### config.mk
export PLATFORM = sky130hd
export DESIGN_NAME = exc_entry_seq
export DESIGN_NICKNAME = d
export VERILOG_FILES = /design/src/rtl/exc_entry_pkg.sv /design/src/rtl/exc_irq_arbiter.sv /design/src/rtl/exc_vector_gen.sv /design/src/rtl/exc_dump_ctrl.sv /design/src/rtl/exc_entry_seq.sv
export SDC_FILE = /design/constraint.sdc
export NUM_CORES = 1
export LEC_CHECK = 0
export BUFFER_PORTS_ARGS = -buffer_cell sky130_fd_sc_hd__buf_2
export CAP_MARGIN = 30
export CORE_AREA = 5 5 115 117
export DETAILED_ROUTE_END_ITERATION = 6
export DIE_AREA = 0 0 120 122
export PLACE_DENSITY = 0.84
export RECOVER_POWER = 50
export SYNTH_ARGS = -nofsm -noshare
export SYNTH_HDL_FRONTEND = slang
export SYNTH_SLANG_ARGS = --single-unit
### constraint.sdc
create_clock -name clk -period 3.6 [get_ports clk]
set_input_delay 0.18 -clock clk [delete_from_list [all_inputs] [get_ports clk]]
set_output_delay 0.18 -clock clk [all_outputs]
set_load 0.02 [all_outputs]
### src/rtl/exc_entry_pkg.sv
// Shared constants and types for the trap entry sequencer.
// Assumes a 32-bit datapath and 16-bit cause codes.
package exc_entry_pkg;
    localparam int XLEN    = 32;
    localparam int CAUSE_W = 16;
    localparam int LVL_W   = 4;

    // Packed status word bit positions; other blocks decode them.
    localparam int PSW_LVL_LSB = 16;
    localparam int PSW_NP      = 15;
    localparam int PSW_EP      = 14;
    localparam int PSW_AE      = 13;
    localparam int PSW_ID      = 12;

    localparam logic [7:0]      IRQ_CLASS   = 8'hFE;
    localparam logic [15:0]     VEC_HI      = 16'hFFFF;
    localparam logic [15:0]     CAUSE_MASK  = 16'hFFF0;
    localparam logic [XLEN-1:0] VEC_DUP     = 32'hFFFFFFD0;
    localparam logic [XLEN-1:0] VEC_ALIAS   = 32'hFFFFFF70;
    localparam logic [XLEN-1:0] VEC_ALIASED = 32'hFFFFFF60;
    localparam int              DUMP_WORDS  = 3;

    typedef enum logic [1:0] {
        ST_IDLE  = 2'd0,
        ST_DUMP  = 2'd1,
        ST_APPLY = 2'd2
    } seq_state_t;
endpackage

### src/rtl/exc_irq_arbiter.sv
// Decides whether a trap is taken and forms its cause code.
// Assumes NUM_IRQ <= 2**LVL_W. A nonzero exception code wins over requests.
module exc_irq_arbiter
    import exc_entry_pkg::*;
#(
    parameter int NUM_IRQ = 5
) (
    input  logic [NUM_IRQ-1:0] irq_req,
    input  logic [CAUSE_W-1:0] exc_code,
    input  logic               flag_id,
    input  logic               flag_ep,
    input  logic               flag_np,
    output logic               take,
    output logic [CAUSE_W-1:0] cause
);
    logic [LVL_W-1:0] win_lvl;
    logic             irq_ok;
    logic             exc_hit;

    // Priority encoder: the highest-numbered active line wins.
    always_comb begin
        win_lvl = '0;
        for (int i = 0; i < NUM_IRQ; i++) begin
            if (irq_req[i]) win_lvl = LVL_W'(i);
        end
    end

    // Accept logic and cause selection.
    always_comb begin
        exc_hit = (exc_code != '0);
        irq_ok  = (|irq_req) && !flag_id && !flag_ep && !flag_np;
        take    = exc_hit || irq_ok;
        cause   = exc_hit ? exc_code : {IRQ_CLASS, win_lvl, 4'h0};
    end
endmodule

### src/rtl/exc_vector_gen.sv
// Computes the handler address and the updated status word.
// Assumes cause and status word are stable latched values.
module exc_vector_gen
    import exc_entry_pkg::*;
(
    input  logic [CAUSE_W-1:0] cause,
    input  logic [XLEN-1:0]    psw,
    output logic [XLEN-1:0]    vec_pc,
    output logic [XLEN-1:0]    psw_next
);
    logic [XLEN-1:0] reg_vec;

    // Handler address for the duplexed and regular paths, with the one alias.
    always_comb begin
        reg_vec = {VEC_HI, cause & CAUSE_MASK};
        if (reg_vec == VEC_ALIAS) reg_vec = VEC_ALIASED;
        vec_pc = psw[PSW_EP] ? VEC_DUP : reg_vec;
    end

    // Status word on entry: mask traps, drop the address trap, set level for interrupts.
    always_comb begin
        psw_next         = psw;
        psw_next[PSW_AE] = 1'b0;
        psw_next[PSW_ID] = 1'b1;
        if (cause[CAUSE_W-1 -: 8] == IRQ_CLASS)
            psw_next[PSW_LVL_LSB +: LVL_W] = cause[4 +: LVL_W];
    end
endmodule

### src/rtl/exc_dump_ctrl.sv
// Streams the three-word crash record over a valid/ready write port.
// Assumes the record inputs stay stable from start until done.
module exc_dump_ctrl
    import exc_entry_pkg::*;
(
    input  logic               clk,
    input  logic               rst_n,
    input  logic               start,
    input  logic [CAUSE_W-1:0] cause,
    input  logic [XLEN-1:0]    psw,
    input  logic [XLEN-1:0]    pc,
    input  logic               mem_ready,
    output logic               mem_valid,
    output logic [XLEN-1:0]    mem_addr,
    output logic [XLEN-1:0]    mem_data,
    output logic               done
);
    localparam int IDX_W = $clog2(DUMP_WORDS);

    logic             active_q;
    logic [IDX_W-1:0] idx_q;
    logic             last;
    logic             fire;

    // Handshake decode.
    always_comb begin
        last      = (idx_q == IDX_W'(DUMP_WORDS - 1));
        mem_valid = active_q;
        fire      = active_q && mem_ready;
        done      = fire && last;
        mem_addr  = XLEN'(idx_q) << 2;
    end

    // Word selection by index.
    always_comb begin
        case (idx_q)
            IDX_W'(0): mem_data = {VEC_HI, cause};
            IDX_W'(1): mem_data = psw;
            default:   mem_data = pc;
        endcase
    end

    // Word counter and activity flag.
    always_ff @(posedge clk) begin
        if (!rst_n) begin
            active_q <= 1'b0;
            idx_q    <= '0;
        end else if (start) begin
            active_q <= 1'b1;
            idx_q    <= '0;
        end else if (fire) begin
            idx_q    <= last ? '0 : idx_q + 1'b1;
            if (last) active_q <= 1'b0;
        end
    end

    a_r4_hold_on_stall: assert property (@(posedge clk) disable iff (!rst_n)
        (mem_valid && !mem_ready) |=> (mem_valid && $stable(mem_addr) && $stable(mem_data)));

    a_r4_addr_aligned: assert property (@(posedge clk) disable iff (!rst_n)
        mem_valid |-> (mem_addr[1:0] == 2'b00 && mem_addr <= XLEN'(8)));
endmodule

### src/rtl/exc_entry_seq.sv
// Top of the trap entry sequencer: takes a trap at a check strobe, optionally
// writes the crash record, then applies one cycle of save/vector updates.
// Assumes the pipeline holds while busy and commits the outputs when refetch is high.
module exc_entry_seq
    import exc_entry_pkg::*;
#(
    parameter int NUM_IRQ = 5
) (
    input  logic               clk,
    input  logic               rst_n,
    input  logic               chk_en,
    input  logic [NUM_IRQ-1:0] irq_req,
    input  logic [CAUSE_W-1:0] exc_code,
    input  logic [XLEN-1:0]    psw_in,
    input  logic [XLEN-1:0]    pc_in,
    input  logic               mem_ready,
    output logic               busy,
    output logic               mem_valid,
    output logic [XLEN-1:0]    mem_addr,
    output logic [XLEN-1:0]    mem_data,
    output logic               refetch,
    output logic [XLEN-1:0]    new_pc,
    output logic [XLEN-1:0]    psw_out,
    output logic [XLEN-1:0]    save_pc,
    output logic [XLEN-1:0]    save_psw,
    output logic [CAUSE_W-1:0] save_cause,
    output logic               save_reg_we,
    output logic               save_dup_we
);
    seq_state_t         state_q;
    logic [CAUSE_W-1:0] cause_q;
    logic [XLEN-1:0]    psw_q;
    logic [XLEN-1:0]    pc_q;
    logic               arb_take;
    logic [CAUSE_W-1:0] arb_cause;
    logic               take_now;
    logic               dump_start;
    logic               dump_done;

    exc_irq_arbiter #(.NUM_IRQ(NUM_IRQ)) u_arb (
        .irq_req  (irq_req),
        .exc_code (exc_code),
        .flag_id  (psw_in[PSW_ID]),
        .flag_ep  (psw_in[PSW_EP]),
        .flag_np  (psw_in[PSW_NP]),
        .take     (arb_take),
        .cause    (arb_cause)
    );

    exc_dump_ctrl u_dump (
        .clk       (clk),
        .rst_n     (rst_n),
        .start     (dump_start),
        .cause     (cause_q),
        .psw       (psw_q),
        .pc        (pc_q),
        .mem_ready (mem_ready),
        .mem_valid (mem_valid),
        .mem_addr  (mem_addr),
        .mem_data  (mem_data),
        .done      (dump_done)
    );

    exc_vector_gen u_vec (
        .cause    (cause_q),
        .psw      (psw_q),
        .vec_pc   (new_pc),
        .psw_next (psw_out)
    );

    // Trap is taken only from idle.
    always_comb begin
        take_now   = (state_q == ST_IDLE) && chk_en && arb_take;
        dump_start = take_now && psw_in[PSW_NP];
    end

    // Sequencer state and entry latches.
    always_ff @(posedge clk) begin
        if (!rst_n) begin
            state_q <= ST_IDLE;
            cause_q <= '0;
            psw_q   <= '0;
            pc_q    <= '0;
        end else begin
            case (state_q)
                ST_IDLE: if (take_now) begin
                    cause_q <= arb_cause;
                    psw_q   <= psw_in;
                    pc_q    <= pc_in;
                    state_q <= psw_in[PSW_NP] ? ST_DUMP : ST_APPLY;
                end
                ST_DUMP:  if (dump_done) state_q <= ST_APPLY;
                ST_APPLY: state_q <= ST_IDLE;
                default:  state_q <= ST_IDLE;
            endcase
        end
    end

    // Apply-cycle outputs.
    always_comb begin
        busy        = (state_q != ST_IDLE);
        refetch     = (state_q == ST_APPLY);
        save_reg_we = refetch && !psw_q[PSW_EP];
        save_dup_we = refetch &&  psw_q[PSW_EP];
        save_pc     = pc_q;
        save_psw    = psw_q;
        save_cause  = cause_q;
    end

    a_r10_refetch_pulse: assert property (@(posedge clk) disable iff (!rst_n)
        refetch |=> !refetch);

    a_r5_one_save_pair: assert property (@(posedge clk) disable iff (!rst_n)
        refetch |-> (save_reg_we != save_dup_we));

    a_r7_no_alias_vector: assert property (@(posedge clk) disable iff (!rst_n)
        save_reg_we |-> (new_pc != VEC_ALIAS));

    a_r9_psw_masked: assert property (@(posedge clk) disable iff (!rst_n)
        refetch |-> (psw_out[PSW_ID] && !psw_out[PSW_AE]));

    a_r8_level_from_cause: assert property (@(posedge clk) disable iff (!rst_n)
        (refetch && save_cause[15:8] == IRQ_CLASS) |-> (psw_out[PSW_LVL_LSB +: LVL_W] == save_cause[7:4]));

    a_r4_quiet_when_idle: assert property (@(posedge clk) disable iff (!rst_n)
        !busy |-> !mem_valid);

    a_r10_latch_stable: assert property (@(posedge clk) disable iff (!rst_n)
        (busy && !$rose(busy)) |-> ($stable(save_pc) && $stable(save_cause)));
endmodule

Word-level counts from Yosys, hierarchy flattened

Index checks and enable logic that the tools add are counted.
Widths: inputs -> output; s select.

Add/sub/neg operators: 1
Multiply operators: 0
Div/mod/pow operators: 0
Magnitude comparators: 0
Equal/unequal tests: 8
Shifts and indexed selects: 0
Mux-type cells: 17
Bitwise operators: 1
Reduce and logical (&&, ||, !) cells: 26

Operators with widths:

| kind                 | number |
|---|---|
| $pmux 32 s2          | 1 |
| $mux 16              | 2 |
| $mux 32              | 1 |
| $reduce_bool 16->1   | 1 |
| $eq 12x12->1 const B | 1 |
| $mux 2               | 6 |
| $logic_and 1x1->1    | 10 |
| $eq 8x8->1 const B   | 1 |
| $reduce_and 2->1     | 3 |
| $reduce_bool 2->1    | 3 |
| $reduce_or 5->1      | 1 |
| $eq 2x1->1 const B   | 2 |
| $eq 2x2->1 const B   | 2 |
| $logic_not 1->1      | 4 |
| $logic_not 2->1      | 2 |
| $mux 1               | 4 |
| $mux 4               | 1 |
| $ne 2x2->1 const B   | 2 |
| $pmux 2 s2           | 1 |
| $mux 3               | 1 |
| $add 2x1->2 const B  | 1 |
| $reduce_or 2->1      | 1 |
| $logic_or 1x1->1     | 1 |
| $not 1->1            | 1 |

Register bits after elaboration: 85
Latch bits: 0
Bits in writable memories: 0
ROM bits: 0
Input bits: 89
Output and inout bits: 213
Word-level logic and storage cells: 59
Memories kept: 0

Logic depth before layout (Yosys ltp)

Word-level depth: 9
Depth in mapped cells: 7
Depth with buffers taken out: 4

By module

A second synthesis with hierarchy kept.

Cell total of the unflattened synthesis: 601
Area total of the unflattened synthesis: 5147.4 sq um

By module, submodules not included:

| module          | instances | cells an instance | area an instance (sq um) | sequential area each (sq um) |
|---|---|---|---|---|
| exc_entry_seq   | 1         | 360               | 3370.7                   | 1641.6 |
| exc_dump_ctrl   | 1         | 136               | 1013.5                   | 60.1 |
| exc_vector_gen  | 1         | 74                | 560.5                    | 0.0 |
| exc_irq_arbiter | 1         | 31                | 202.7                    | 0.0 |

Worst setup path after synthesis

OpenSTA, ideal clock, no wires.

Path type: reg-to-output
Start point: reg u_dump.idx_q[0]
End point: out mem_data[10]
Data arrival time: 1.864 ns
Required time: 3.420 ns
Slack: 1.556 ns
Cell stages (with the launch flop): 5
Buffers on the path: 2
Cells stage by stage: dfxtp_1 clkbuf_1 clkbuf_1 mux2i_1 o21ai_0

Word-level cells in the longest chain between the ends: 2
Elaborated cells between the ends (all ways): 3
Those cells by class: eq/ne: 1; mux: 1; reduce/logical: 1

RTL lines:

| what                                          | line                | source |
|---|---|---|
| start, declared                               | exc_dump_ctrl.sv:21 | `logic [IDX_W-1:0] idx_q;` |
| start signal, assigned                        | exc_dump_ctrl.sv:52 | `idx_q <= last ? '0 : idx_q + 1'b1;` |
| $eq 2x1->1 or $logic_not 2->1 (tied branches) | exc_dump_ctrl.sv:36 | `case (idx_q)` |
| $pmux 32 s2 *                                 | exc_dump_ctrl.sv:36 |  |
| end, declared                                 | exc_entry_seq.sv:20 | `output logic [XLEN-1:0] mem_data,` |

Every way passes the cells marked *; elsewhere a longest branch is shown, timed or not.

Worst setup path in the final report

Start point: reg state_q[1]
End point: reg pc_q[23] (netlist: save_pc[23])

Word-level cells in the longest chain between the ends: 4

RTL lines:

| what                                | line                                     | source |
|---|---|---|
| start, declared                     | exc_entry_seq.sv:30                      | `seq_state_t state_q;` |
| start signal, assigned              | exc_entry_seq.sv:90                      | `state_q <= psw_in[PSW_NP] ? ST_DUMP : ST_APPLY;` |
| $logic_not 2->1 *                   | exc_entry_seq.sv:73, exc_entry_seq.sv:85 |  |
| $logic_and 1x1->1 (2 in a row)      | exc_entry_seq.sv:73                      | `take_now = (state_q == ST_IDLE) && chk_en && arb_take;` |
| $reduce_and 2->1 (no source line) * | --                                       |  |
| end signal, assigned                | exc_entry_seq.sv:89                      | `pc_q <= pc_in;` |
| end, declared                       | exc_entry_seq.sv:33                      | `logic [XLEN-1:0] pc_q;` |

Marked as above.
A chain may end at the register's enable or synchronous reset.

==> impl_metrics.toml <==
[run_status]
outcome = "finished, final reports clean"

[cts]
htree_levels = 3
cts.sinks = 85
clock_latency_ns = 0.34
numCtsBuffers = 9
holdBufCountCts = 0
ctsResizeCount = 0
clk_pin_slew_ns = 0.06
post-cts-setup-buffers = 0
cts_tree = "done"
cts.path.max_buffers = 2
root_buffer = "clkbuf_16"

[power]
vdd_ir_drop_max_mv = 0.387
seqPwrFrac = 0.390
power.density_nw_per_um2 = 480
switching_share = 0.322
p_leak_nw = 2.72
intPower_mw = 1.94
power.switching_uw = 918
clock_power_share = 0.371
p_comb_frac = 0.239

[cells_and_area]
drive_above_1_share = 0.209
nNetsFinal = 892
n_antenna_cell = 0
syn2layout_area_growth_pct = 20.9
nFillCells = 1251

[sta]
fin_skew_ns = 0.00667
finalHoldViolCount = 0
tns_ns = 0
fmax_mhz = 403
drv_slew = 0
rsz0062_at_grt = "false"
min_period_ns = 2.48
setup_ws_ns = 1.12
period_share = 0.689
setup_viol = 0
tightest_slew_ns = 0.951
maxSlewHeadroom = 0.365
holdWs_ns = 0.0762

[global_route]
overflow = 0
grt_pass1_vias = 4364
antenna_found_initial = 1
grtUsageTotal = 0.192
grt_max_degree = 75
grt_pass1_wl_mm = 22.4

[placement]
io_buffers = 249
dp_slack_ns = 0.937
place_hpwl_mm = 11.2
place_congestion = 0.851

[worst_setup_path]
critPathRequiredTime_ns = 3.80
cp.arrival_ns = 2.68
critPathLaunch = "state_q[1]"
r2r-end = "save_pc[23]"
critPathMaxFanout = 32
regToRegStartpoint = "state_q[1]"
crit_path_end = "save_pc[23]"
path_class = "reg -> reg"
r2r_cells = 5
r2r_slack_ns = 1.12
critPathLaunchType = "flop"
critical_path.endpoint_type = "flop"

[synthesis]
synth-async-reset-ratio = 0
synth_cell_types = 38
ys_warn_count = 0
synthCells = 603
synth-edff-count = 0
syn-cell-area_um2 = 4920
synth.avg_cell_area_um2 = 8.17
yosysSeqAreaShare = 0.346
ys.flop_type = "dfxtp_1"
ys_ff_latch = 85
yosysTopAreaCell = "dfxtp_1"
synth.area.top_cells = "dfxtp_1 (35%), mux2i_1 (16%), buf_4 (12%)"
synthTopCellsByCount = "nand2_1 (153), dfxtp_1 (85), buf_4 (78)"
yosysMostFrequentCell = "nand2_1"
yosysTopAreaCellShare = 0.346

[floorplan]
die_y_um = 122
core_area_um2 = 12300
start_util = 0.402
io_pins = 302
row_count = 41
die_w_um = 120
fp.dieArea_um2 = 14600

[routing]
drtIter0Drc = 235
remaining_drc_errors = 0
drt.antenna.violating_nets = 0
wl_per_cell_um = 15.5
vias = 4625
vias_per_cell = 4.83
drtPass1Iterations = 4
wirelength_mm = 14.8

[worst_hold_path]
min_from = "psw_in[19]"
holdCritPathClass = "in -> reg"

[run]
cap_violations = 0
==> sequential cells by signal, indices dropped and copies added (netlist names) <==
register	cells
save_pc	32
save_psw	32
u_dump.idx_q	2
state_q	2
u_dump.mem_valid	1
save_cause	16
==> worst min-delay path by stage <==
stage	to	cells after the start
2_1_floorplan	save_psw[12]	2
3_3_place_gp	save_psw[21]	3
3_5_place_dp	save_psw[16]	3
4_1_cts	save_psw[16]	3
5_1_grt	save_psw[16]	3
6_report	save_psw[19]	3
==> through the flow <==
| step | utilization | instances | cell area, µm² | power [mW] |
|---|---|---|---|---|
| 5_1_grt | 0.486 | 958 | 5950 | 3.00 |
| 6_report | 0.486 | 958 | 5950 | 2.85 |
| 3_5_place_dp | 0.470 | 942 | 5770 | 1.84 |
| 2_1_floorplan | - | 653 | 5110 | 1.69 |
| 3_3_place_gp | 0.469 | 941 | 5750 | 1.83 |
| 4_1_cts | 0.498 | 958 | 6110 | 2.92 |
==> layout by cell type, fill, tap and decap left out, drive strengths merged, types with 20 or more instances in the layout <==
| cell type | netlist | routed |
|---|---|---|
| o21ai | 20 | 20 |
| a21oi | 29 | 29 |
| clkbuf | 31 | 133 |
| mux2i | 77 | 77 |
| dfxtp | 85 | 85 |
| nor2 | 25 | 25 |
| buf | 87 | 136 |
| conb | 2 | 52 |
| nand2 | 153 | 153 |
| nor2b | 20 | 20 |
==> routing by layer <==
metal | share of wire | track usage | wire [µm]
met1 | 0.41 | 0.223 | 6060
met2 | 0.48 | 0.334 | 7160
met3 | 0.084 | 0.0557 | 1250
met4 | 0.023 | 0.0716 | 338
met5 | 0.00068 | 0 | 10
==> kinds of logic (layout without fill, tap and decap cells) <==
| logic type | Yosys count | in the layout | synth area share |
|---|---|---|---|
| flops | 85 | 85 | 0.346 |
| buf+inv | 122 | 277 | 0.177 |
| other cells | 2 | 52 | 0.00152 |
| simple gates | 239 | 239 | 0.216 |
| mux | 81 | 81 | 0.166 |
| compound gates | 74 | 74 | 0.0943 |
==> power groups by stage <==
| stage | sequential, mW | clock (mW) | combinational, mW |
|---|---|---|---|
| final | 1.11 | 1.06 | 0.681 |
| after CTS | 1.11 | 1.09 | 0.715 |
| after global routing | 1.12 | 1.14 | 0.736 |
| after floorplan | 1.19 | 0 | 0.493 |
| after detailed placement | 1.13 | 0 | 0.713 |
| after global placement | 1.13 | 0 | 0.698 |
==> area by class of cell <==
cell class	instances	area [µm²]	share of cell area
clock buffers	12	246	0.0414
inverters	4	15.0	0.00252
flip-flops and latches	85	1700	0.286
well taps	150	188	0.0315
repair buffers	257	1170	0.197
clock inverters	4	95.1	0.0160
multi-input cells	446	2540	0.426
==> worst max-delay path: stages, from the launching register on <==
cell and delay, ns:
dfxtp_1 0.34, nor3b_1 0.60, o41a_1 0.81, a21oi_4 0.03, buf_4 0.32, mux2i_1 0.19
(Power assumes the default switching activity.)
